`config.mk`:
```
export PLATFORM = sky130hd
export DESIGN_NAME = tdm_voice_port
export DESIGN_NICKNAME = d
export VERILOG_FILES = /design/src/rtl/tdm_pkg.sv /design/src/rtl/tdm_clk_front.sv /design/src/rtl/tdm_slot_map.sv /design/src/rtl/tdm_bit_engine.sv /design/src/rtl/tdm_voice_port.sv
export SDC_FILE = /design/constraint.sdc
export NUM_CORES = 1
export LEC_CHECK = 0
export BUFFER_PORTS_ARGS = -buffer_cell sky130_fd_sc_hd__buf_2
export CORE_ASPECT_RATIO = 1.4
export CORE_UTILIZATION = 60
export CTS_CLUSTER_SIZE = 40
export DETAILED_ROUTE_END_ITERATION = 6
export PLACE_DENSITY = 0.78
export SYNTH_ARGS = -nofsm -noshare
export SYNTH_HDL_FRONTEND = slang
export SYNTH_HIERARCHICAL = 1
export SYNTH_SLANG_ARGS = --single-unit
```
`constraint.sdc`:
```
create_clock -name clk -period 13.1 [get_ports clk]
set_clock_uncertainty 0.15 [all_clocks]
set_input_delay 3.93 -clock clk [delete_from_list [all_inputs] [get_ports clk]]
set_output_delay 3.93 -clock clk [all_outputs]
set_load 0.1 [all_outputs]
```
`src/rtl/tdm_pkg.sv`:
```
package tdm_pkg;

    localparam int SLOT_W = 5;
    localparam int CNT_W  = 6;
    localparam int BIT_W  = 9;
    localparam int BUF_W  = 16;
    localparam int NCH    = 2;

    typedef enum logic [2:0] {
        RATE_OFF_A = 3'b000,
        RATE_OFF_B = 3'b001,
        RATE_X1    = 3'b010,
        RATE_X2    = 3'b011,
        RATE_X3    = 3'b100,
        RATE_X4    = 3'b101,
        RATE_X8    = 3'b110,
        RATE_OFF_C = 3'b111
    } rate_code_e;

    typedef struct packed {
        logic rise;
        logic fall;
        logic frame_start;
    } clk_evt_t;

    typedef struct packed {
        logic       hit;
        logic       chan;
        logic [3:0] pos;
        logic       last;
    } slot_hit_t;

    function automatic logic [CNT_W-1:0] slots_per_frame(input logic [2:0] code);
        case (rate_code_e'(code))
            RATE_X1: return 6'd4;
            RATE_X2: return 6'd8;
            RATE_X3: return 6'd12;
            RATE_X4: return 6'd16;
            RATE_X8: return 6'd32;
            default: return 6'd0;
        endcase
    endfunction

    function automatic logic [BIT_W-1:0] frame_len(input logic [CNT_W-1:0] slots);
        return {slots, 3'b000};
    endfunction

endpackage

```
`src/rtl/tdm_clk_front.sv`:
```
module tdm_clk_front
    import tdm_pkg::*;
#(
    parameter int SYNC_STAGES = 2,
    parameter int MST_HALF    = 2
) (
    input  logic             clk,
    input  logic             rst,
    input  logic             en,
    input  logic             master,
    input  logic             speech,
    input  logic [CNT_W-1:0] slots,
    input  logic             dclk_in,
    input  logic             fsync_in,
    input  logic             din,
    output clk_evt_t         evt,
    output logic             din_s,
    output logic             dclk_out,
    output logic             fsync_out
);
    localparam int TOP    = SYNC_STAGES - 1;
    localparam int HALF_W = $clog2(MST_HALF) + 1;
    localparam int RISE_W = BIT_W + 1;

    // Slave path: synchronise the bus clock, sync and data together
    logic [SYNC_STAGES-1:0] dclk_sh, fs_sh, din_sh;
    logic                   dclk_prev, fs_last;
    clk_evt_t               s_evt;

    always_ff @(posedge clk) begin
        if (rst) begin
            dclk_sh   <= '0;
            fs_sh     <= '0;
            din_sh    <= '0;
            dclk_prev <= 1'b0;
            fs_last   <= 1'b0;
        end else begin
            dclk_sh   <= {dclk_sh[SYNC_STAGES-2:0], dclk_in};
            fs_sh     <= {fs_sh[SYNC_STAGES-2:0], fsync_in};
            din_sh    <= {din_sh[SYNC_STAGES-2:0], din};
            dclk_prev <= dclk_sh[TOP];
            if (s_evt.rise) fs_last <= fs_sh[TOP];
        end
    end

    always_comb begin
        s_evt.rise        = dclk_sh[TOP] & ~dclk_prev;
        s_evt.fall        = ~dclk_sh[TOP] & dclk_prev;
        s_evt.frame_start = s_evt.rise & fs_sh[TOP] & ~fs_last;
    end

    assign din_s = din_sh[TOP];

    // Master path: clock and sync generated from the system clock
    logic [HALF_W-1:0] half_cnt;
    logic [RISE_W-1:0] rise_cnt, rises_per_frame, rises_per_bit;
    logic              mclk, mfs, m_active, m_tick;
    clk_evt_t          m_evt;

    assign m_active        = en & master;
    assign m_tick          = m_active && (half_cnt == HALF_W'(MST_HALF - 1));
    assign rises_per_frame = speech ? {1'b0, frame_len(slots)} : {frame_len(slots), 1'b0};
    assign rises_per_bit   = speech ? RISE_W'(1) : RISE_W'(2);

    always_ff @(posedge clk) begin
        if (rst || !m_active) begin
            half_cnt <= '0;
            mclk     <= 1'b0;
            mfs      <= 1'b0;
            rise_cnt <= '0;
        end else if (m_tick) begin
            half_cnt <= '0;
            mclk     <= ~mclk;
            if (!mclk) begin
                mfs      <= (rise_cnt < rises_per_bit);
                rise_cnt <= (rise_cnt >= rises_per_frame - 1'b1) ? '0 : rise_cnt + 1'b1;
            end
        end else begin
            half_cnt <= half_cnt + 1'b1;
        end
    end

    always_comb begin
        m_evt.rise        = m_tick & ~mclk;
        m_evt.fall        = m_tick & mclk;
        m_evt.frame_start = m_tick & ~mclk & (rise_cnt == '0);
    end

    assign evt       = !en ? clk_evt_t'('0) : (master ? m_evt : s_evt);
    assign dclk_out  = mclk;
    assign fsync_out = mfs;

endmodule

```
`src/rtl/tdm_slot_map.sv`:
```
module tdm_slot_map
    import tdm_pkg::*;
(
    input  logic [BIT_W-1:0]  bit_idx,
    input  logic [CNT_W-1:0]  slots,
    input  logic              wide,
    input  logic [SLOT_W-1:0] start0,
    input  logic [SLOT_W-1:0] start1,
    output slot_hit_t         hit
);
    logic [CNT_W-1:0] slot, s0, s0_next, s1;
    logic [2:0]       sub;
    logic             in_frame;

    assign slot     = bit_idx[BIT_W-1:3];
    assign sub      = bit_idx[2:0];
    assign s0       = {1'b0, start0};
    assign s0_next  = s0 + 1'b1;
    assign s1       = {1'b0, start1};
    assign in_frame = bit_idx < frame_len(slots);

    always_comb begin
        hit = '0;
        if (in_frame) begin
            if (wide) begin
                if (slot == s0) begin
                    hit.hit = 1'b1;
                    hit.pos = {1'b1, ~sub};
                end else if (slot == s0_next) begin
                    hit.hit  = 1'b1;
                    hit.pos  = {1'b0, ~sub};
                    hit.last = (sub == 3'd7);
                end
            end else if (slot == s0) begin
                hit.hit  = 1'b1;
                hit.pos  = {1'b0, ~sub};
                hit.last = (sub == 3'd7);
            end else if (slot == s1) begin
                hit.hit  = 1'b1;
                hit.chan = 1'b1;
                hit.pos  = {1'b1, ~sub};
                hit.last = (sub == 3'd7);
            end
        end
    end

endmodule

```
`src/rtl/tdm_bit_engine.sv`:
```
module tdm_bit_engine
    import tdm_pkg::*;
(
    input  logic              clk,
    input  logic              rst,
    input  logic              en,
    input  logic              speech,
    input  logic              wide,
    input  logic [CNT_W-1:0]  slots,
    input  logic [SLOT_W-1:0] start0,
    input  logic [SLOT_W-1:0] start1,
    input  clk_evt_t          evt,
    input  logic              din_s,
    input  logic [BUF_W-1:0]  tx_buf,
    output logic              dout_pd,
    output logic [BUF_W-1:0]  rx_buf,
    output logic [NCH-1:0]    rx_done
);
    localparam logic [BIT_W-1:0] IDLE = '1;

    logic [BIT_W-1:0] bit_idx;
    logic             phase;
    logic [BUF_W-1:0] tx_snap, rx_sh, rx_nxt;
    logic             launch, sample;
    slot_hit_t        hit;

    tdm_slot_map u_map (
        .bit_idx (bit_idx),
        .slots   (slots),
        .wide    (wide),
        .start0  (start0),
        .start1  (start1),
        .hit     (hit)
    );

    assign launch  = evt.rise & ~evt.frame_start & (speech | phase);
    assign sample  = speech ? evt.fall : (evt.rise & ~phase & ~evt.frame_start);
    assign rx_nxt  = {rx_sh[BUF_W-2:0], din_s};
    assign dout_pd = en & hit.hit & ~tx_snap[hit.pos];

    always_ff @(posedge clk) begin
        rx_done <= '0;
        if (rst) begin
            bit_idx <= IDLE;
            phase   <= 1'b0;
            tx_snap <= '0;
            rx_sh   <= '0;
            rx_buf  <= '0;
        end else if (!en) begin
            bit_idx <= IDLE;
            phase   <= 1'b0;
        end else begin
            if (evt.frame_start) begin
                bit_idx <= '0;
                phase   <= 1'b0;
                tx_snap <= tx_buf;
            end else if (launch) begin
                phase <= 1'b0;
                if (bit_idx < frame_len(slots)) bit_idx <= bit_idx + 1'b1;
            end else if (evt.rise) begin
                phase <= 1'b1;
            end
            if (sample && hit.hit) begin
                rx_sh <= rx_nxt;
                if (hit.last) begin
                    rx_done[hit.chan] <= 1'b1;
                    if (wide)          rx_buf        <= rx_nxt;
                    else if (hit.chan) rx_buf[15:8]  <= rx_nxt[7:0];
                    else               rx_buf[7:0]   <= rx_nxt[7:0];
                end
            end
        end
    end

endmodule

```
`src/rtl/tdm_voice_port.sv`:
```
module tdm_voice_port
    import tdm_pkg::*;
#(
    parameter int SYNC_STAGES = 2,
    parameter int MST_HALF    = 2
) (
    input  logic              clk,
    input  logic              rst,
    input  logic [2:0]        cfg_rate,
    input  logic              cfg_master,
    input  logic              cfg_speech,
    input  logic              cfg_wide,
    input  logic [SLOT_W-1:0] cfg_start0,
    input  logic [SLOT_W-1:0] cfg_start1,
    input  logic [BUF_W-1:0]  tx_buf,
    output logic [BUF_W-1:0]  rx_buf,
    output logic [NCH-1:0]    rx_done,
    input  logic              ser_din,
    output logic              ser_dout_pd,
    input  logic              ser_fsync_in,
    input  logic              ser_dclk_in,
    output logic              ser_fsync_out,
    output logic              ser_dclk_out,
    output logic              ser_clk_drive
);
    logic [CNT_W-1:0] slots;
    logic             en, din_s;
    clk_evt_t         evt;

    assign slots         = slots_per_frame(cfg_rate);
    assign en            = (slots != '0);
    assign ser_clk_drive = en & cfg_master;

    tdm_clk_front #(
        .SYNC_STAGES (SYNC_STAGES),
        .MST_HALF    (MST_HALF)
    ) u_front (
        .clk       (clk),
        .rst       (rst),
        .en        (en),
        .master    (cfg_master),
        .speech    (cfg_speech),
        .slots     (slots),
        .dclk_in   (ser_dclk_in),
        .fsync_in  (ser_fsync_in),
        .din       (ser_din),
        .evt       (evt),
        .din_s     (din_s),
        .dclk_out  (ser_dclk_out),
        .fsync_out (ser_fsync_out)
    );

    tdm_bit_engine u_engine (
        .clk     (clk),
        .rst     (rst),
        .en      (en),
        .speech  (cfg_speech),
        .wide    (cfg_wide),
        .slots   (slots),
        .start0  (cfg_start0),
        .start1  (cfg_start1),
        .evt     (evt),
        .din_s   (din_s),
        .tx_buf  (tx_buf),
        .dout_pd (ser_dout_pd),
        .rx_buf  (rx_buf),
        .rx_done (rx_done)
    );

endmodule

```
==> results.md <==
* Most frequent standard cell in the layout excluding fill and tap cells: sky130_fd_sc_hd__dfxtp_1
* Core occupancy in the finished layout at 0.698
* Top achievable clock speed at 0.0822 GHz
* Netlist Area Pre-Place at 4610 µm²
* CTS hold repair buffers at 0
* DRC violation total after the first TritonRoute iteration at 317
* Number of synthesized flops with an enable pin at 0
* Main flop type after synthesis: sky130_fd_sc_hd__dfxtp_1
* Mean post-synth cell area at 8.87 µm²
* TritonCTS buffer count at 9
* Number of slew-limit violations in the final report at 0
* FF-to-FF path depth at 9
* Switching portion of total power at 0.260
* Count of port buffers added during placement at 58
* Die footprint at 8050 µm²
* RSZ-0062 raised after global routing: no
* Clk network pwr share at 0.366
* TritonCTS clock tree: done
* Highest ir drop seen on vdd at 0.0825 mV
* Wire length of the first global-routing pass at 17300 µm
* WS Path Type: in -> out
* Combinational family with the most area after synthesis: simple AND/OR/NAND/NOR gates
* # Post-CTS Setup Buffers at 0
* Nets at 650
* Post-DR wirelength/cell at 15.0 µm
* Total number of placement rows at 37
* Most used cells in the layout excluding fill and tap cells: sky130_fd_sc_hd__dfxtp_1 (81), sky130_fd_sc_hd__buf_2 (58), sky130_fd_sc_hd__nor2_1 (49), sky130_fd_sc_hd__nand2_1 (49), sky130_fd_sc_hd__mux2i_1 (35)
* Die X at 76.1 µm
* Max Cap Violations at 0
* Number of gates resized after cts at 0
* Sequential cell area fraction in the yosys report at 0.352
* Antenna Cells at 0
* Net Sw Power at 125 µW
* Buffer depth of the longest clock path at 2
* Initial core utilization at 0.623
* Num ports at 59
* CTS sink cnt at 81
* Number of nets with antenna violations after routing at 0
* Nature of the critical path endpoint: output pin
* Endpoint of the most critical setup path: ser_dout_pd
* First drt pass iteration count at 5
* Hold Crit Class: reg -> reg
* Post-synthesis share of cell area spent on full adders, half adders and majority gates at 0.0624
* Final WL at 10400 µm
* Vias post-DR at 4034
* Post-synthesis cell count at 520
* Insertion delay to the later sink of the worst-skew pair at 0.36 ns
* Y dimension of the die at 106 µm
* Worst Path Required at 9.02 ns
* Number of flip-flops and latches in the synthesized netlist at 81
* Hold slack at 0.283 ns
* Area growth from synthesis to final layout at 12.1%
* Final hold vios at 0
* Async set-reset flop share out of synthesis at 0
* Largest net degree at the start of global routing at 61
* Xor/xnor share of the synthesized area at 0.0434
* Placeable Area at 7410 µm²
* Post-synthesis mux area share at 0.100
* CP startpoint: cfg_rate[1]
* Final TNS setup at 0 ns
* Residual DRC at 0
* Vias in the first global route at 3904
* Leftover overflow at the end of global routing at 0
* Cell area power density at 92.8 nW/µm²
* Placed wire-length estimate after detailed placement at 7460 µm
* Routed vias/inst at 5.84
* Reg2reg start: u_engine/bit_idx[5]
* Final Setup Violations at 0
* Htree depth at 3
* Buffer cell driving the clock tree root: sky130_fd_sc_hd__clkbuf_8
* Count of fill cells added during filler insertion at 625
* Total leakage power at 1.99 nW
* Arrival time at the worst endpoint at 8.09 ns
* Internal Dissipation at 355 µW
* Fraction of power consumed by combinational cells at 0.111
* Distinct cell type count of the synthesized netlist at 69
* Part of the power in registers at 0.524
* Fraction of final layout cells with drive strength greater than 1 at 0.165
* Post-synthesis share of cell area spent on and, or, nand and nor gates at 0.244
* Overall Global Routing Usage at 0.270
* Weighted congestion at the end of routability-driven global placement at 0.861
* Result of the run: complete, no violations
* Post-route clock period utilization at 0.929
* Synth Area in Compound Gates at 0.157
* Worst rel slew slack at 0.463
* Final worst path period need at 12.17 ns
* Endpoint of the lowest-slack register-to-register path: u_engine/rx_buf[13]
* Largest driver fanout on the critical path at 9
* Slew at the pin with the worst max-slew slack at 0.801 ns
* Type of origin of the critical path: input port
* Antenna violations before repair at 0
* Register-to-register setup slack at 9.63 ns
* Count of synthesis-stage warnings from yosys at 6
* Pwr Total at 480 µW
* Clock slew at reported path FFs at 0.08 ns
==> kinds of logic after synthesis <==
logic type / count (synthesis)
AOI/OAI and AO/OA: 101
xor gates and xnor gates: 22
adders and majority gates: 23
buffers and inverters: 37
DFF: 81
muxes: 40
other: 1
and+or+nand+nor: 215
==> through the flow <==
step | cell area (µm²) | instances | setup WS [ns]
floorplan | 4680 | 538 | 0.707
global placement | 4990 | 676 | 1.09
detailed placement | 4990 | 676 | 0.910
CTS | 5170 | 691 | 0.907
global route | 5170 | 691 | 0.617
finish | 5170 | 691 | 0.932
==> worst min path at each step <==
stage	start	end	slack, ns	cells after the start
2_1_floorplan	u_front/half_cnt[0]	u_front/half_cnt[0]	0.26	1
6_report	u_front/dclk_sh[0]	u_front/dclk_sh[1]	0.28	1
4_1_cts	u_front/half_cnt[0]	u_front/half_cnt[0]	0.28	1
5_1_grt	u_front/dclk_sh[0]	u_front/dclk_sh[1]	0.31	1
3_3_place_gp	u_front/half_cnt[0]	u_front/half_cnt[0]	0.27	1
3_5_place_dp	u_front/half_cnt[0]	u_front/half_cnt[0]	0.27	1
==> critical path: stages <==
cell	delay, ns
sky130_fd_sc_hd__buf_2	0.12
sky130_fd_sc_hd__or2b_1	0.24
sky130_fd_sc_hd__mux2i_1	0.54
sky130_fd_sc_hd__inv_1	0.11
sky130_fd_sc_hd__ha_1	0.25
sky130_fd_sc_hd__nor4_1	0.23
sky130_fd_sc_hd__nand2_1	0.08
sky130_fd_sc_hd__a31o_2	0.32
sky130_fd_sc_hd__nor3_1	0.67
sky130_fd_sc_hd__mux4_2	0.59
sky130_fd_sc_hd__mux4_2	0.48
sky130_fd_sc_hd__nor2_1	0.09
sky130_fd_sc_hd__buf_2	0.44
==> cell type report <==
class	count	area, µm²	share of cell area
repair buffers	60	305	0.0590
inverters	18	67.6	0.0131
multi-input cells	420	2870	0.555
clock buffers	9	124	0.0240
flip-flops and latches	81	1620	0.314
well taps	97	121	0.0235
clock inverters	6	60.1	0.0116
==> power by group through the flow <==
stage                     logic (mW)  registers [mW]  clock network (mW)
after floorplan               0.0370           0.257                   0
after global placement        0.0504           0.257                   0
after detailed placement      0.0523           0.257                   0
after CTS                     0.0526           0.251               0.179
after global routing          0.0594           0.251               0.188
final                         0.0532           0.251               0.175
==> per-layer routing <==
metal  track usage  vias to the layer above  part of all wire  wire [µm]
li1              -                     2017                 -          -
met1         0.293                     1910              0.41       4220
met2         0.496                       88              0.54       5570
met3        0.0398                       19             0.033        338
met4         0.151                        0             0.025        257
met5             0                        -                 0          0
==> cell usage after synthesis (10+ instances only) <==
cell,number,area share
sky130_fd_sc_hd__nor2_1,49,0.040
sky130_fd_sc_hd__a211oi_1,10,0.016
sky130_fd_sc_hd__dfxtp_1,81,0.35
sky130_fd_sc_hd__nand2_1,49,0.040
sky130_fd_sc_hd__ha_1,23,0.062
sky130_fd_sc_hd__mux2i_1,35,0.076
sky130_fd_sc_hd__nand3_1,20,0.022
sky130_fd_sc_hd__nor2b_1,24,0.033
sky130_fd_sc_hd__o21ai_0,17,0.018
sky130_fd_sc_hd__a21oi_1,31,0.034
sky130_fd_sc_hd__inv_1,18,0.015
sky130_fd_sc_hd__xnor2_1,12,0.023
sky130_fd_sc_hd__nor3_1,15,0.016
==> sequential cells by signal (all words and copies together) (netlist names), 2 cells and up <==
name,cells
u_engine/rx_buf,16
u_engine/rx_sh,15
u_front/half_cnt,2
u_engine/rx_done,2
u_engine/bit_idx,9
u_front/rise_cnt,10
u_front/dclk_sh,2
u_front/fs_sh,2
u_engine/tx_snap,16
u_front/din_sh,2
No activity file was read; power rests on OpenSTA's default activity.
